## src/rtl/tmcc_pkg.sv

```systemverilog
package tmcc_pkg;

  typedef enum logic [1:0] {
    TMC_NARROW = 2'b00,
    TMC_WIDE   = 2'b01,
    TMC_INSERT = 2'b10,
    TMC_RSVD   = 2'b11
  } tmc_mode_e;

  typedef logic [1:0] tmc_code_t;

  localparam tmc_code_t CODE_ZERO  = 2'd0;
  localparam tmc_code_t CODE_ONE   = 2'd1;
  localparam tmc_code_t CODE_TWO   = 2'd2;
  localparam tmc_code_t CODE_THREE = 2'd3;

endpackage

```

## src/rtl/tmcc_lzc.sv

```systemverilog
// Leading-zero counter: priority encoder, returns W for an all-zero vector.
module tmcc_lzc #(
  parameter int W  = 64,
  parameter int CW = $clog2(W + 1)
) (
  input  logic [W-1:0]  vec,
  output logic [CW-1:0] cnt
);

  always_comb begin
    cnt = CW'(W);
    // ascending scan: the highest set bit is written last and wins
    for (int i = 0; i < W; i++) begin
      if (vec[i]) cnt = CW'(W - 1 - i);
    end
  end

endmodule

```

## src/rtl/tmcc_eval.sv

```systemverilog
// Combinational code selection for the three operation modes.
module tmcc_eval
  import tmcc_pkg::*;
#(
  parameter int W  = 64,
  parameter int CW = $clog2(W + 1)
) (
  input  logic [1:0]    mode,
  input  logic [W-1:0]  value,
  input  logic [W-1:0]  mask,
  input  logic [CW-1:0] lz,
  output tmc_code_t     code
);

  localparam int HW = W / 2;

  logic [W-1:0]  sel_wide;
  logic [HW-1:0] sel_narrow;
  logic [W-1:0]  aligned;
  logic          lead_bit;
  tmc_mode_e     op;

  always_comb begin
    op         = tmc_mode_e'(mode);
    sel_wide   = value & mask;
    sel_narrow = value[HW-1:0] & mask[HW-1:0];
    aligned    = value << lz;
    lead_bit   = aligned[W-1];
    code       = CODE_ZERO;
    unique case (op)
      TMC_NARROW: begin
        if (sel_narrow == '0)                 code = CODE_ZERO;
        else if (sel_narrow == mask[HW-1:0])  code = CODE_THREE;
        else                                  code = CODE_ONE;
      end
      TMC_WIDE: begin
        if (sel_wide == '0)                   code = CODE_ZERO;
        else if (sel_wide == mask)            code = CODE_THREE;
        else if (lead_bit)                    code = CODE_TWO;
        else                                  code = CODE_ONE;
      end
      TMC_INSERT: begin
        if (sel_wide == '0)                   code = CODE_ZERO;
        else if (lead_bit)                    code = CODE_ONE;
        else                                  code = CODE_TWO;
      end
      default:                                code = CODE_ZERO;
    endcase
  end

endmodule

```

## src/rtl/tmcc_unit.sv

```systemverilog
module tmcc_unit
  import tmcc_pkg::*;
#(
  parameter int DATA_W  = 64,
  parameter bit OUT_REG = 1'b1
) (
  input  logic              clk,
  input  logic              rst_n,
  input  logic              en,
  input  logic [1:0]        mode,
  input  logic [DATA_W-1:0] value,
  input  logic [DATA_W-1:0] mask,
  output logic [1:0]        cc
);

  localparam int CNT_W = $clog2(DATA_W + 1);

  logic [CNT_W-1:0] lead_zeros;
  tmc_code_t        cc_d;

  tmcc_lzc #(.W(DATA_W), .CW(CNT_W)) u_lzc (
    .vec (mask),
    .cnt (lead_zeros)
  );

  tmcc_eval #(.W(DATA_W), .CW(CNT_W)) u_eval (
    .mode  (mode),
    .value (value),
    .mask  (mask),
    .lz    (lead_zeros),
    .code  (cc_d)
  );

  generate
    if (OUT_REG) begin : g_reg
      tmc_code_t cc_q;
      tmc_code_t cc_nxt;

      always_comb begin
        cc_nxt = cc_q;
        if (en) cc_nxt = cc_d;
      end

      always_ff @(posedge clk or negedge rst_n) begin
        if (!rst_n) cc_q <= CODE_ZERO;
        else        cc_q <= cc_nxt;
      end

      assign cc = cc_q;
    end else begin : g_comb
      assign cc = cc_d;
    end
  endgenerate

endmodule

```

## config.mk

```make
export PLATFORM = sky130hd
export DESIGN_NAME = tmcc_unit
export DESIGN_NICKNAME = d
export VERILOG_FILES = /design/src/rtl/tmcc_pkg.sv /design/src/rtl/tmcc_lzc.sv /design/src/rtl/tmcc_eval.sv /design/src/rtl/tmcc_unit.sv
export SDC_FILE = /design/constraint.sdc
export NUM_CORES = 1
export LEC_CHECK = 0
export BUFFER_PORTS_ARGS = -buffer_cell sky130_fd_sc_hd__buf_2
export CAP_MARGIN = 25
export CORE_ASPECT_RATIO = 0.9
export CORE_UTILIZATION = 29
export CTS_CLUSTER_SIZE = 25
export DETAILED_ROUTE_END_ITERATION = 12
export PLACE_DENSITY_LB_ADDON = 0.15
export SYNTH_ARGS = -nofsm -noshare
export SYNTH_HDL_FRONTEND = slang
export SYNTH_SLANG_ARGS = --single-unit
```

## constraint.sdc

```tcl
create_clock -name clk -period 2.9 [get_ports clk]
set_input_delay 0.29 -clock clk [delete_from_list [all_inputs] [get_ports clk]]
set_output_delay 0.29 -clock clk [all_outputs]
set_load 0.005 [all_outputs]
```

==> metrics.md <==
| Metric | Value |
|---|---|
| Post-synthesis xor/xnor area fraction | `0%` |
| Distinct cells, synth | `65` |
| Power Internal | `0.4534 mW` |
| Worst slew pin tran | `0.4854 ns` |
| Max reg flops | `2` |
| Detailed-route via count | `5142` |
| Class of the most critical setup path | `input pin to flop` |
| Tcrit/Tclk final | `100.4%` |
| Largest net degree at the start of global routing | `12` |
| Placed Instance Area | `4629 µm²` |
| Post-DR vias/cell | `between 6 and 7` |
| Ys flop type | `dfrtp_1` |
| FFs w/ async S/R, synth | `100.0%` |
| First-pass GRT wire length | `27150 µm` |
| IO buf count | `134` |
| Grt total ovfl | `0` |
| Commonest cells in the netlist | `inv_1 (63), nor2_1 (30), o22ai_1 (26)` |
| Comb pwr share | `83.1%` |
| Clock buffer count from CTS | `3` |
| Largest family of logic cells by synthesized area | `compound AO/OA/AOI/OAI gates` |
| Pleak | `2.328 nW` |
| Design area | `5120 µm²` |
| Total power | `0.8732 mW` |
| Flop pwr share | `about 3.7%` |
| Area grow syn2layout | `86.25%` |
| Gpl congestion | `1.134` |
| Routed Antenna Nets | `0` |
| Clk sinks | `2` |
| Status | `complete, but fails checks` |
| Synth area leaders | `inv_1 (8.6%), o22ai_1 (5.9%), a22oi_1 (5.5%), nor4_1 (4.8%), nand3_1 (4.2%)` |
| CORE AREA | `9166 µm²` |
| Pre-CTS setup slack | `-0.4302 ns` |
| Nets | `approximately 840` |
| Hold Crit Class | `input pin to asynchronous set/reset pin` |
| Post-synth top area cell | `inv_1` |
| Synth Cell Area | `2749 µm²` |
| Mean post-synth cell area | `6.453 µm²` |
| IO Pins | `135` |
| Filler instances | `964` |
| Worst-path clk slew | `around 0.030 ns` |
| Clk_lat worst skew | `~0.22 ns` |
| Setup violators final | `2` |
| FF-to-FF setup slack | `1.58 ns` |
| Total Routing Usage GR | `36.12%` |
| Violated checks | `negative setup slack` |
| Hold_ws | `0.3936 ns` |
| Die width | `104.6 µm` |
| DP HPWL | `15610 µm` |
| Yosys Warn Count | `0` |
| Routed WL per cell | `22.73 µm` |
| Vias in the first global route | `4858` |
| Syn nets | `559` |
| Hold Vio Cnt, Final | `0` |
| Setup ws final | `-0.01215 ns` |
| Diodes inserted | `0` |
| CTS tree | `yes` |
| Num rows | `33` |
| Pre-Repair DR Iteration Count | `6` |
| Pwr dens | `between 150 and 200 nW/µm²` |
| DRC viols | `0` |
| Fraction of layout cells with a size suffix above 1 | `approximately 50%` |
| Startpoint class of the critical path | `input pin` |
| Top cell type's share of synthesized area | `8.603%` |
| Launching point of the worst reg2reg path | `cc[1]` |
| Initial antenna violation count | `0` |
| EDFF count, synth | `0` |
| Worst Setup End Kind | `flop` |
| Worst-case clock buffer depth | `2` |
| Compound-Gate Fraction of Synth Area | `46.97%` |
| Seq/Total Area, Yosys | `under 10%` |
| Post-synthesis mux area share | `10.15%` |
| Slew Limit Fails | `0` |
| Clock root buffer | `clkbuf_8` |
| Routed WL | `18820 µm` |
| CP Data Arrival Time | `3.00 ns` |
| Clock group share of total power | `13.3%` |
| Reg-to-reg endpoint | `cc[1]` |
| Reg2Reg Depth | `5` |
| Switching pwr | `around 0.42 mW` |
| Switching share of power | `48.08%` |
| H-tree depth | `1` |
| Synthesized instance count | `426` |
| Max Cap Viol | `0` |
| Starting density of the core | `29.99%` |
| Worst-path fanout max | `7` |
| Simple-gate share of the synthesized area | `30.81%` |
| Worst VDD drop | `about 220 µV` |
| FMAX | `343.4 MHz` |
| Die height | `between 90 and 100 µm` |
| Starting DRT DRC Count | `447` |
| RSZ-0062 raised after global routing | `yes` |
| Final min period | `2.912 ns` |
| Count leader, synth | `inv_1` |
| WP data required | `approximately 3 ns` |
| Relative slew slack | `66.80%` |
| Final Skew | `0 ns` |
| Synth Area in Adders | `0%` |
| Synth Register Bits | `2` |
| Die area | `a little under 10000 µm²` |
## metal layers
layer / up-vias / part of all wire, % / track usage, %
met5: - / 0 / 0
met4: 0 / 3.5 / 11.74
met3: 61 / 13 / 12.22
met2: 382 / 41 / 52.76
met1: 2416 / 42 / 49.44
li1: 2283 / - / -
## logic make-up after synthesis
logic type             after synthesis
AOI/OAI and AO/OA                  173
and+or+nand+nor                    158
DFF                                  2
buffers and inverters               71
muxes                               22
## critical path, cell delays in order
cell      delay [ns]
buf_2           0.12
buf_4           0.17
nor3_2          0.17
o21ai_2         0.11
buf_4           0.16
o211ai_1        0.28
o221a_4         0.32
mux4_2          0.53
mux2i_2         0.22
mux2_4          0.20
o211a_4         0.19
o21ba_1         0.14
o211ai_1        0.08
## power by group through the flow
stage	sequential [mW]	combinational (mW)	clock, mW
global route	0.0325	0.758	0.120
CTS	0.0323	0.641	0.117
finish	0.0322	0.725	0.116
floorplan	0.0326	0.224	0
detailed placement	0.0325	0.627	0
global placement	0.0326	0.631	0
## cell usage in the layout, fill, tap and decap left out, types with 11 or more instances in the layout
master and count:
a21oi_1 14, nand4_1 12, nor4_1 16, nor2b_1 12, nand3_1 23, nand2_1 23
o21ai_0 14, buf_2 133, o22ai_1 25, a221oi_1 11, a22oi_1 20, nor2_1 27
inv_1 63, buf_4 141
## area by class of cell
type,instances,area [µm²],area share (%)
inverter,64,240.2,4.692
multi-input combinational,353,2773,54.15
timing repair buffer,284,1863,36.39
tap,122,152.6,2.981
sequential,2,50.05,0.9775
clock buffer,3,41.29,0.8065
## worst max-delay path by stage
stage | start | end | slack (ns) | depth (start not counted)
finish | mask[30] | cc[1] | -0.01 | 13
global route | mask[43] | cc[1] | -0.09 | 13
CTS | mask[5] | cc[0] | 0.006 | 14
detailed placement | mask[41] | cc[0] | -0.43 | 12
global placement | mask[41] | cc[0] | -0.43 | 12
floorplan | mask[13] | cc[0] | 0.17 | 11
## metrics by stage
stage                     util, %  TNS [ns]  instances
after floorplan                 -         0        426
after global placement      50.51   -0.8001        818
after detailed placement    50.51   -0.7830        818
after CTS                   51.83         0        823
after global routing        55.86   -0.1421        828
final                       55.86  -0.01313        828
## timing repair
action                                  in CTS  in global routing
endpoints found under the setup margin       2                  2
pin swaps                                    3                 30
hold endpoints to repair                     2                  0
resized for setup                           13                 63
hold buffers                                 1                  0
buffers inserted                             1                  4
gates cloned                                 0                  2
No activity file was read; power rests on OpenSTA's default activity.
